## config.mk

```make
export PLATFORM = sky130hd
export DESIGN_NAME = audclk_master_gen
export DESIGN_NICKNAME = d
export VERILOG_FILES = /design/src/rtl/audclk_pkg.sv /design/src/rtl/audclk_rst_sync.sv /design/src/rtl/audclk_prescaler.sv /design/src/rtl/audclk_divider.sv /design/src/rtl/audclk_master_gen.sv
export SDC_FILE = /design/constraint.sdc
export NUM_CORES = 1
export LEC_CHECK = 0
export CORE_MARGIN = 1.5
export CORE_UTILIZATION = 64
export CTS_BUF_LIST = sky130_fd_sc_hd__clkbuf_4
export DETAILED_ROUTE_END_ITERATION = 7
export DONT_BUFFER_PORTS = 1
export HOLD_SLACK_MARGIN = 0.15
export PLACE_DENSITY_LB_ADDON = 0.3
export SLEW_MARGIN = 10
export SYNTH_ARGS = -nofsm -noshare
export SYNTH_HDL_FRONTEND = slang
export SYNTH_SLANG_ARGS = --single-unit
```

## constraint.sdc

```tcl
create_clock -name mclk -period 1.27 [get_ports mclk]
set_clock_uncertainty 0.05 [all_clocks]
set_input_delay 0.127 -clock mclk [delete_from_list [all_inputs] [get_ports mclk]]
set_output_delay 0.127 -clock mclk [all_outputs]
set_load 0.01 [all_outputs]
```

## src/rtl/audclk_pkg.sv

```systemverilog
package audclk_pkg;

  typedef enum logic [1:0] {
    SPD_SINGLE = 2'b00,
    SPD_DOUBLE = 2'b01,
    SPD_QUAD   = 2'b10,
    ROLE_SLAVE = 2'b11
  } clk_mode_e;

  function automatic int max3(input int a, input int b, input int c);
    int m;
    m = (a > b) ? a : b;
    return (m > c) ? m : c;
  endfunction

endpackage

```

## src/rtl/audclk_rst_sync.sv

```systemverilog
module audclk_rst_sync #(
  parameter int STAGES = 2
) (
  input  logic clk,
  input  logic rst_n,
  output logic run_n
);

  logic [STAGES-1:0] shift_q;

  generate
    if (STAGES == 1) begin : g_one
      always_ff @(posedge clk or negedge rst_n) begin
        if (!rst_n) shift_q <= '0;
        else        shift_q <= 1'b1;
      end
    end else begin : g_many
      always_ff @(posedge clk or negedge rst_n) begin
        if (!rst_n) shift_q <= '0;
        else        shift_q <= {shift_q[STAGES-2:0], 1'b1};
      end
    end
  endgenerate

  assign run_n = shift_q[STAGES-1];

endmodule

```

## src/rtl/audclk_prescaler.sv

```systemverilog
module audclk_prescaler #(
  parameter int PERIOD = 3
) (
  input  logic clk,
  input  logic rst_n,
  input  logic en,
  output logic tick
);

  localparam int PH_W = (PERIOD > 1) ? $clog2(PERIOD) : 1;
  localparam logic [PH_W-1:0] LAST = PH_W'(PERIOD - 1);

  logic [PH_W-1:0] ph_q, ph_d;

  always_comb begin
    ph_d = ph_q;
    if (en) begin
      if (ph_q == LAST) ph_d = '0;
      else              ph_d = ph_q + PH_W'(1);
    end
  end

  always_ff @(posedge clk or negedge rst_n) begin
    if (!rst_n) ph_q <= '0;
    else        ph_q <= ph_d;
  end

  // the last phase of each group is swallowed
  assign tick = (ph_q != LAST);

endmodule

```

## src/rtl/audclk_divider.sv

```systemverilog
module audclk_divider #(
  parameter int BIT_W     = 3,
  parameter int SLOT_HALF = 32
) (
  input  logic             clk,
  input  logic             rst_n,
  input  logic             run,
  input  logic             tick,
  input  logic [BIT_W-1:0] bit_len,
  input  logic [BIT_W-1:0] hi_start,
  output logic             bit_clk,
  output logic             frame_clk,
  output logic             fall_stb
);

  localparam int SLOT_W = $clog2(2 * SLOT_HALF);
  localparam logic [BIT_W-1:0]  B_ONE = BIT_W'(1);
  localparam logic [SLOT_W-1:0] S_ONE = SLOT_W'(1);

  logic [BIT_W-1:0]  bph_q, bph_d;
  logic [SLOT_W-1:0] slot_q, slot_d;
  logic              bit_q, bit_d;
  logic              frame_q, frame_d;
  logic              stb_q, stb_d;

  always_comb begin
    bph_d  = bph_q;
    slot_d = slot_q;
    if (run && tick) begin
      if (bph_q == bit_len - B_ONE) begin
        bph_d  = '0;
        slot_d = slot_q + S_ONE;
      end else begin
        bph_d  = bph_q + B_ONE;
      end
    end
    bit_d   = (bph_d >= hi_start);
    frame_d = ~slot_d[SLOT_W-1];
    stb_d   = bit_q & ~bit_d;
  end

  always_ff @(posedge clk or negedge rst_n) begin
    if (!rst_n) begin
      bph_q   <= '0;
      slot_q  <= '0;
      bit_q   <= 1'b0;
      frame_q <= 1'b1;
      stb_q   <= 1'b0;
    end else begin
      bph_q   <= bph_d;
      slot_q  <= slot_d;
      bit_q   <= bit_d;
      frame_q <= frame_d;
      stb_q   <= stb_d;
    end
  end

  assign bit_clk   = bit_q;
  assign frame_clk = frame_q;
  assign fall_stb  = stb_q;

endmodule

```

## src/rtl/audclk_master_gen.sv

```systemverilog
module audclk_master_gen
  import audclk_pkg::*;
#(
  parameter int SYNC_STAGES  = 2,
  parameter int PRE_PERIOD   = 3,
  parameter int SGL_TICKS    = 4,
  parameter int DBL_TICKS    = 2,
  parameter int QUAD_CYCLES  = 3,
  parameter int QUAD_HI      = 1,
  parameter int SLOT_HALF    = 32
) (
  input  logic       mclk,
  input  logic       rst_n,
  input  logic [1:0] mode_sel,
  input  logic       fast_ratio,
  output logic       frame_clk,
  output logic       bit_clk,
  output logic       frame_oe,
  output logic       bit_oe,
  output logic       fall_stb
);

  localparam int MAX_LEN = max3(SGL_TICKS, DBL_TICKS, QUAD_CYCLES);
  localparam int BIT_W   = $clog2(MAX_LEN + 1);

  logic             run_n;
  clk_mode_e        mode_q;
  logic             fast_q;
  logic             master;
  logic             pre_en;
  logic             pre_tick;
  logic             tick;
  logic [BIT_W-1:0] bit_len;
  logic [BIT_W-1:0] hi_start;

  audclk_rst_sync #(.STAGES(SYNC_STAGES)) u_rst (
    .clk   (mclk),
    .rst_n (rst_n),
    .run_n (run_n)
  );

  // configuration is only taken while reset holds the block
  always_ff @(posedge mclk) begin
    if (!run_n) begin
      mode_q <= clk_mode_e'(mode_sel);
      fast_q <= fast_ratio;
    end
  end

  always_comb begin
    master   = (mode_q != ROLE_SLAVE);
    pre_en   = master && fast_q && (mode_q != SPD_QUAD);
    bit_len  = BIT_W'(SGL_TICKS);
    hi_start = BIT_W'(SGL_TICKS / 2);
    case (mode_q)
      SPD_DOUBLE: begin
        bit_len  = BIT_W'(DBL_TICKS);
        hi_start = BIT_W'(DBL_TICKS / 2);
      end
      SPD_QUAD: begin
        bit_len  = BIT_W'(QUAD_CYCLES);
        hi_start = BIT_W'(QUAD_CYCLES - QUAD_HI);
      end
      default: begin
        bit_len  = BIT_W'(SGL_TICKS);
        hi_start = BIT_W'(SGL_TICKS / 2);
      end
    endcase
    tick = pre_en ? pre_tick : 1'b1;
  end

  audclk_prescaler #(.PERIOD(PRE_PERIOD)) u_pre (
    .clk   (mclk),
    .rst_n (run_n),
    .en    (pre_en),
    .tick  (pre_tick)
  );

  audclk_divider #(.BIT_W(BIT_W), .SLOT_HALF(SLOT_HALF)) u_div (
    .clk       (mclk),
    .rst_n     (run_n),
    .run       (master),
    .tick      (tick),
    .bit_len   (bit_len),
    .hi_start  (hi_start),
    .bit_clk   (bit_clk),
    .frame_clk (frame_clk),
    .fall_stb  (fall_stb)
  );

  assign frame_oe = master;
  assign bit_oe   = master;

endmodule

```

==> impl_metrics.toml, run 1 <==
[place]
hpwl_microns = 1320
place.port_buffers = 0
gp_congestion = 0.760
dpl.cell_count = 109

[clock_network]
cts_sinks = 19
cts_setup_buffers = 7
numCtsBuffers = 3
postCtsHoldBufs = 5
cts_resized = 29
htreeDepth = 1
clockBufferDepth = 2
cts-root-buf = "clkbuf_4"

[synth]
seq_area_frac_synth = 0.502
synth.top_cell.area_share = 0.383
synth-seq-cells = 19
syn-num-nets = 89
yosysMostFrequentCell = "dfrtp_1"
synthTopCellsByArea = "dfrtp_1, ha_1, edfxtp_1"
synth_edf_count = 3
synth_cells = 76
ys_types = 32
syn_area_per_cell_sq_um = 12.9
yosysWarnings = 0
synth_flop_cell = "dfrtp_1"
synth_largest_area_cell = "dfrtp_1"
synth_common_cells = "dfrtp_1, ha_1, inv_1, nand2_1, xnor2_1"
ys_async_sr_fraction = 0.842
syn_area_sq_um = 980

[floorplanning]
pin_count = 10
start_util = 0.717
die-width_microns = 42.1
rows = 13
die_y_microns = 42.1

[outcome]
stop_error = "[ERROR DPL-0038] Utilization greater than 100%, impossible to legalize"
status = "aborted with a tool error"
stop_stage = "clock tree synthesis (4_1_cts)"
through the flow:
stage	utilization	instance area [sq um]	worst slack, ns
3_5_place_dp	0.837	1140	-1.07
2_1_floorplan	-	990	-0.962
3_3_place_gp	0.837	1140	-0.888
cell families after synthesis:
logic type                 count (synthesis)  synth area share
muxes                                      4            0.0447
AOI/OAI and AO/OA                          9             0.118
buffers and inverters                      9            0.0383
and+or+nand+nor                           18             0.105
other                                      1           0.00383
adders and majority gates                  8             0.102
xor gates and xnor gates                   8            0.0869
DFF                                       19             0.502
==> inputs of run 2 (changes only) <==
--- a/config.mk
+++ b/config.mk
@@ -5,13 +5,11 @@
 export SDC_FILE = /design/constraint.sdc
 export NUM_CORES = 1
 export LEC_CHECK = 0
-export CORE_MARGIN = 1.5
-export CORE_UTILIZATION = 64
-export CTS_BUF_LIST = sky130_fd_sc_hd__clkbuf_4
+export CORE_AREA = 2 2 63 65
 export DETAILED_ROUTE_END_ITERATION = 7
+export DIE_AREA = 0 0 65 67
 export DONT_BUFFER_PORTS = 1
-export HOLD_SLACK_MARGIN = 0.15
-export PLACE_DENSITY_LB_ADDON = 0.3
+export PLACE_DENSITY_LB_ADDON = 0.15
 export SLEW_MARGIN = 10
 export SYNTH_ARGS = -nofsm -noshare
 export SYNTH_HDL_FRONTEND = slang
==> run 2 against run 1 <==
  * The flow now finishes, with violations (setup timing)
  * Area after synthesis did not move
  * Synthesized cell count stayed put
==> impl_metrics.toml, run 2 <==
[global_route]
grt-ovfl-total = 0
grt_pass1_vias = 668
grt_max_degree = 15
track_usage = 0.0965
grt_antenna_before_repair = 0
grt_pass1_wl_microns = 3150

[synth]
seq_area_frac_synth = 0.502
synth.top_cell.area_share = 0.383
synthTopCellsByArea = "dfrtp_1, ha_1, edfxtp_1"
synth-seq-cells = 19
syn-num-nets = 89
ys_async_sr_fraction = 0.842
synth_edf_count = 3
syn_area_per_cell_sq_um = 12.9
yosysWarnings = 0
synth_flop_cell = "dfrtp_1"
yosysMostFrequentCell = "dfrtp_1"
ys_types = 32
synth_common_cells = "dfrtp_1, ha_1, inv_1, nand2_1, xnor2_1"
synth_largest_area_cell = "dfrtp_1"
synth_cells = 76
syn_area_sq_um = 980

[route]
wl_microns = 1710
met2_length_microns = 881
via_per_inst = 4.02
drc = 0
ant_nets = 0
drtIter0Drc = 17
num_vias = 615
wl_met1_microns = 765
dr.pass1.iters = 4
wl_met3_microns = 41
maxUsedRoutingLayer = "met4"
wl_per_cell_microns = 11.1

[timing]
slew_viol_final = 0
rsz0062_at_grt = "yes"
fin_crit_ns = 2.20
fmax_mhz = 454
fin_setup_tns_ns = -8.06
setup_ws_ns = -0.931
fin_crit_sh = 1.73
setup_viol = 16
hold_viol_final = 0

[pwr]
p_leak_uw = 0.000624
power_density_nw_per_um2 = 1890
irDropWorstVdd_v = 0.000596

[final_layout]
fin_cells = 153
n_antenna_cell = 0
biggestRegsByFlops = "u_div.slot_q x6, u_div.bph_q x3"
area_growth_pct = 45.2
largest_reg_flops = 6
nets = 119
final_common_cell = "buf_4"
layout_common_cells = "buf_4, dfrtp_1, inv_1, buf_6"
largest-register = "u_div.slot_q"
drive_above_1_share = 0.514

[place]
place.port_buffers = 0
dpl.cell_count = 142
hpwl_microns = 1250
gp_congestion = 0.708

[flow_run]
max-cap-violations = 0

[hold_path]
hold_path_class = "primary input to asynchronous set/reset pin"

[setup_path]
cp_num_buf_inv = 1
cp_common_cell = "nor2_2"
r2r_slack_ns = -0.93
slowest_delay_ns = 0.40
crit_fanout = 2
critPathRequiredTime_ns = 1.36
startpoint_type = "flop"
worstSetupPathType = "flop to flop"
cpMaxStageDelayCell = "edfxtp_1"
rr_endpoint = "u_div.bit_clk"
path_delay_family = "adder cells"
crit_path_cell_trace = "inv_2 > ha_4 > xnor2_2 > a31oi_2 > nor2_2 > nor2_2 > mux2i_1 > ha_1 > nand2b_4 > a211o_1"
crit_arrival_ns = 2.29
end_kind = "flop"
r2r_cells = 10
reg2reg_from = "mode_q[0]"
worstSetupStartpoint = "mode_q[0]"

[floorplanning]
fp.dieArea_sq_um = 4360
die_y_microns = 67
die-width_microns = 65
pin_count = 10
rows = 22
start_util = 0.272
core_sq_um = 3610

[clock_network]
clk_latency_ns = 0.25
numCtsBuffers = 3
cts_tree = "done"
cts-root-buf = "clkbuf_8"
clockBufferDepth = 2
cts_sinks = 19
path_clk_slew_ns = 0.07
htreeDepth = 1

[outcome]
status = "finished, violations left"
violations = "setup timing"
run 2: cell counts after synthesis:
No cell type changed its count.
run 2: routing by layer:
metal	vias up	track usage
met2	4	0.159
met4	0	0.0319
li1	315	-
met3	2	0.0355
met5	-	0
met1	294	0.117
run 2: worst max path at each step:
stage / endpoint / depth (start not counted)
2_1_floorplan: u_div.fall_stb / 9
3_3_place_gp: u_div.bit_clk / 9
3_5_place_dp: u_div.fall_stb / 9
4_1_cts: u_div.fall_stb / 10
5_1_grt: u_div.fall_stb / 10
6_report: u_div.bit_clk / 10
run 2: power by group:
group	internal, uW	switching, uW
logic	762	566
clock network	218	193
registers	790	164
run 2: through the flow:
stage | hold slack (ns) | util | setup WS, ns | instance area (sq um) | power [uW]
3_5_place_dp | -0.219 | 0.329 | -0.954 | 1180 | 2050
4_1_cts | 0.0389 | 0.378 | -0.927 | 1360 | 2630
2_1_floorplan | -0.219 | - | -0.962 | 990 | 1650
5_1_grt | 0.0408 | 0.395 | -1.03 | 1420 | 2900
6_report | 0.0457 | 0.395 | -0.931 | 1420 | 2690
3_3_place_gp | -0.219 | 0.329 | -0.962 | 1180 | 2040
run 2: layout make-up:
| class | count | area [sq um] |
|---|---|---|
| Multi-Input combinational cell | 48 | 571 |
| Inverter | 8 | 30.0 |
| Sequential cell | 19 | 492 |
| Timing Repair Buffer | 26 | 224 |
| Clock buffer | 3 | 41.3 |
| Clock inverter | 1 | 5.00 |
| Tap cell | 48 | 60.1 |
| Fill cell | 348 | 2180 |
run 2: cell families (layout without fill, tap and decap cells):
logic type      after synthesis  in the layout  share of synthesized area
simple gates                 18             18                      0.105
fa+ha+maj                     8              8                      0.102
compound gates                9              9                      0.118
other cells                   1              1                    0.00383
xor+xnor                      8              8                     0.0869
buf+inv                       9             38                     0.0383
flops                        19             19                      0.502
mux                           4              4                     0.0447
run 2: timing repair:
action / in CTS / in global routing
hold buffers: 4 / 0
setup endpoints to repair: 16 / 16
endpoints found under the hold margin: 5 / 0
pin swaps: 12 / 4
gates resized for setup: 16 / 11
setup buffers: 4 / 0
(Power assumes the default switching activity.)
==> inputs of run 3 (changes only) <==
--- a/config.mk
+++ b/config.mk
@@ -5,11 +5,14 @@
 export SDC_FILE = /design/constraint.sdc
 export NUM_CORES = 1
 export LEC_CHECK = 0
+export CELL_PAD_IN_SITES_DETAIL_PLACEMENT = 1
+export CELL_PAD_IN_SITES_GLOBAL_PLACEMENT = 1
 export CORE_AREA = 2 2 63 65
 export DETAILED_ROUTE_END_ITERATION = 7
 export DIE_AREA = 0 0 65 67
 export DONT_BUFFER_PORTS = 1
 export PLACE_DENSITY_LB_ADDON = 0.15
+export RECOVER_POWER = 25
 export SLEW_MARGIN = 10
 export SYNTH_ARGS = -nofsm -noshare
 export SYNTH_HDL_FRONTEND = slang
==> run 3 against run 2 <==
  * The run still ends with setup timing left
  * Critical path depth fell by 1
  * Highest routed layer unchanged
  * Register-to-register slack improved by 0.04 ns
  * First-iteration DRC count fell by 29%
  * Sequential cell count did not move
  * Clock power barely moved
  * Core utilization rose by 1.0 points
  * Sequential share of layout area fell by 0.86 points
  * Count of clock-buffer cells in the layout rose by 1
==> impl_metrics.toml, run 3 (same netlist as run 2, synthesis figures left out) <==
[global_route]
grt_max_degree = 15
grt-ovfl-total = 0
grt_antenna_before_repair = 0
grt_pass1_wl_microns = 3140
track_usage = 0.0963
grt_pass1_vias = 708

[clock_network]
cts-root-buf = "clkbuf_8"
clk_latency_ns = 0.25
cts_sinks = 19
htreeDepth = 1
numCtsBuffers = 3
cts_tree = "done"
path_clk_slew_ns = 0.07
clockBufferDepth = 2

[setup_path]
cp.depth = 9
critPathRequiredTime_ns = 1.37
crit_arrival_ns = 2.26
slowest_delay_ns = 0.45
end_kind = "flop"
crit_fanout = 3
path_delay_family = "adder cells"
worstSetupPathType = "flop to flop"
startpoint_type = "flop"
cp_common_cell = "nor2_2"
r2r_cells = 9
crit_path_cell_trace = "ha_4 > xnor2_2 > a31oi_2 > nor2_2 > nor2_2 > mux2i_1 > ha_1 > nand2b_4 > a2111oi_4"
cpMaxStageDelayCell = "edfxtp_1"
cp_num_buf_inv = 0

[final_layout]
largest_reg_flops = 6
nets = 118
finish.utilization = 0.405
area_growth_pct = 48.9
biggestRegsByFlops = "u_div.slot_q x6, u_div.bph_q x3"
final_common_cell = "dfrtp_1"
n_antenna_cell = 0
multi_input_area_sq_um = 606
largest-register = "u_div.slot_q"
drive_above_1_share = 0.519
layout_common_cells = "dfrtp_1, buf_4, buf_6, inv_1"
fin_area_sq_um = 1460
regArea_sq_um = 492
fillers = 392

[timing]
slew_viol_final = 0
setup_viol = 16
rsz0062_at_grt = "yes"
setup_ws_ns = -0.886
fin_crit_ns = 2.16
fin_crit_sh = 1.70
fmax_mhz = 464
maxSlewHeadroom = 0.457
hold_viol_final = 0
whs_ns = 0.0476
worst_slew_pin_slew_ns = 0.814

[route]
via_per_inst = 4.11
dr.pass1.iters = 3
wl_per_cell_microns = 12.6
num_vias = 625
wl_microns = 1910
ant_nets = 0
drtIter0Drc = 12
drc = 0

[pwr]
p_leak_uw = 0.000645
power_uw = 2730
irDropWorstVdd_v = 0.000661
power_density_nw_per_um2 = 1870

[place]
place.port_buffers = 0
hpwl_microns = 1320
gp_congestion = 0.723
placed_area_sq_um = 1180

[floorplanning]
core_sq_um = 3610
die_y_microns = 67
rows = 22
die-width_microns = 65
pin_count = 10
start_util = 0.272
fp.dieArea_sq_um = 4360

[outcome]
status = "finished, violations left"
violations = "setup timing"

[hold_path]
hold_path_class = "primary input to asynchronous set/reset pin"

[flow_run]
max-cap-violations = 0
==> run 3: cell types whose count changed in the layout (fill, tap and decap cells not counted), sizes merged <==
cell	change
clkinv	-1
clkbuf	+2
buf	-2
==> run 3: worst reg2reg max path, stage by stage (launching register included) <==
cell	delay (ns)
edfxtp_1	0.45
ha_4	0.30
xnor2_2	0.10
a31oi_2	0.11
nor2_2	0.19
nor2_2	0.06
mux2i_1	0.14
ha_1	0.24
nand2b_4	0.15
a2111oi_4	0.27
==> run 3: worst paths after layout <==
| path | start | end | slack (ns) |
|---|---|---|---|
| max in group asynchronous | u_rst.shift_q[1] | u_div.fall_stb | 0.29 |
| setup reg to reg | mode_q[1] | u_div.fall_stb | -0.89 |
| min in group mclk | u_rst.shift_q[0] | u_rst.shift_q[1] | 0.30 |
| hold / removal | rst_n | u_rst.shift_q[0] | 0.05 |
| setup / recovery | mode_q[1] | u_div.fall_stb | -0.89 |
| hold reg to reg | u_rst.shift_q[0] | u_rst.shift_q[1] | 0.30 |
==> run 3: routing by layer <==
layer  share of wire  GRT usage
met1            0.43      0.111
met2            0.54      0.173
met3           0.016     0.0152
met4          0.0089     0.0479
met5               0          0
==> run 3: per-stage QoR <==
stage	TNS [ns]	instances	setup WS, ns
after floorplan	-7.14	76	-0.962
after global placement	-8.13	142	-0.946
after detailed placement	-8.35	142	-0.965
after CTS	-8.10	151	-0.920
after global routing	-9.18	152	-1.03
final	-7.95	152	-0.886
==> run 3: area by class of cell <==
cell class                 count  area share
sequential                    19       0.337
timing repair buffer          25       0.154
clock buffer                   4      0.0309
tap                           48      0.0412
multi-input combinational     48       0.415
inverter                       8      0.0223
==> run 3: report_power, final <==
part / total (uW) / internal [uW] / switching [uW]
sequential: 974 / 790 / 184
clock: 411 / 223 / 188
combinational: 1340 / 757 / 588
==> run 3: what timing repair did <==
item / CTS / global route
endpoints found under the setup margin: 16 / 16
hold buffers: 4 / 0
pin swaps: 12 / 10
endpoints found under the hold margin: 5 / 0
gates resized for setup: 26 / 12
setup buffers: 3 / 2
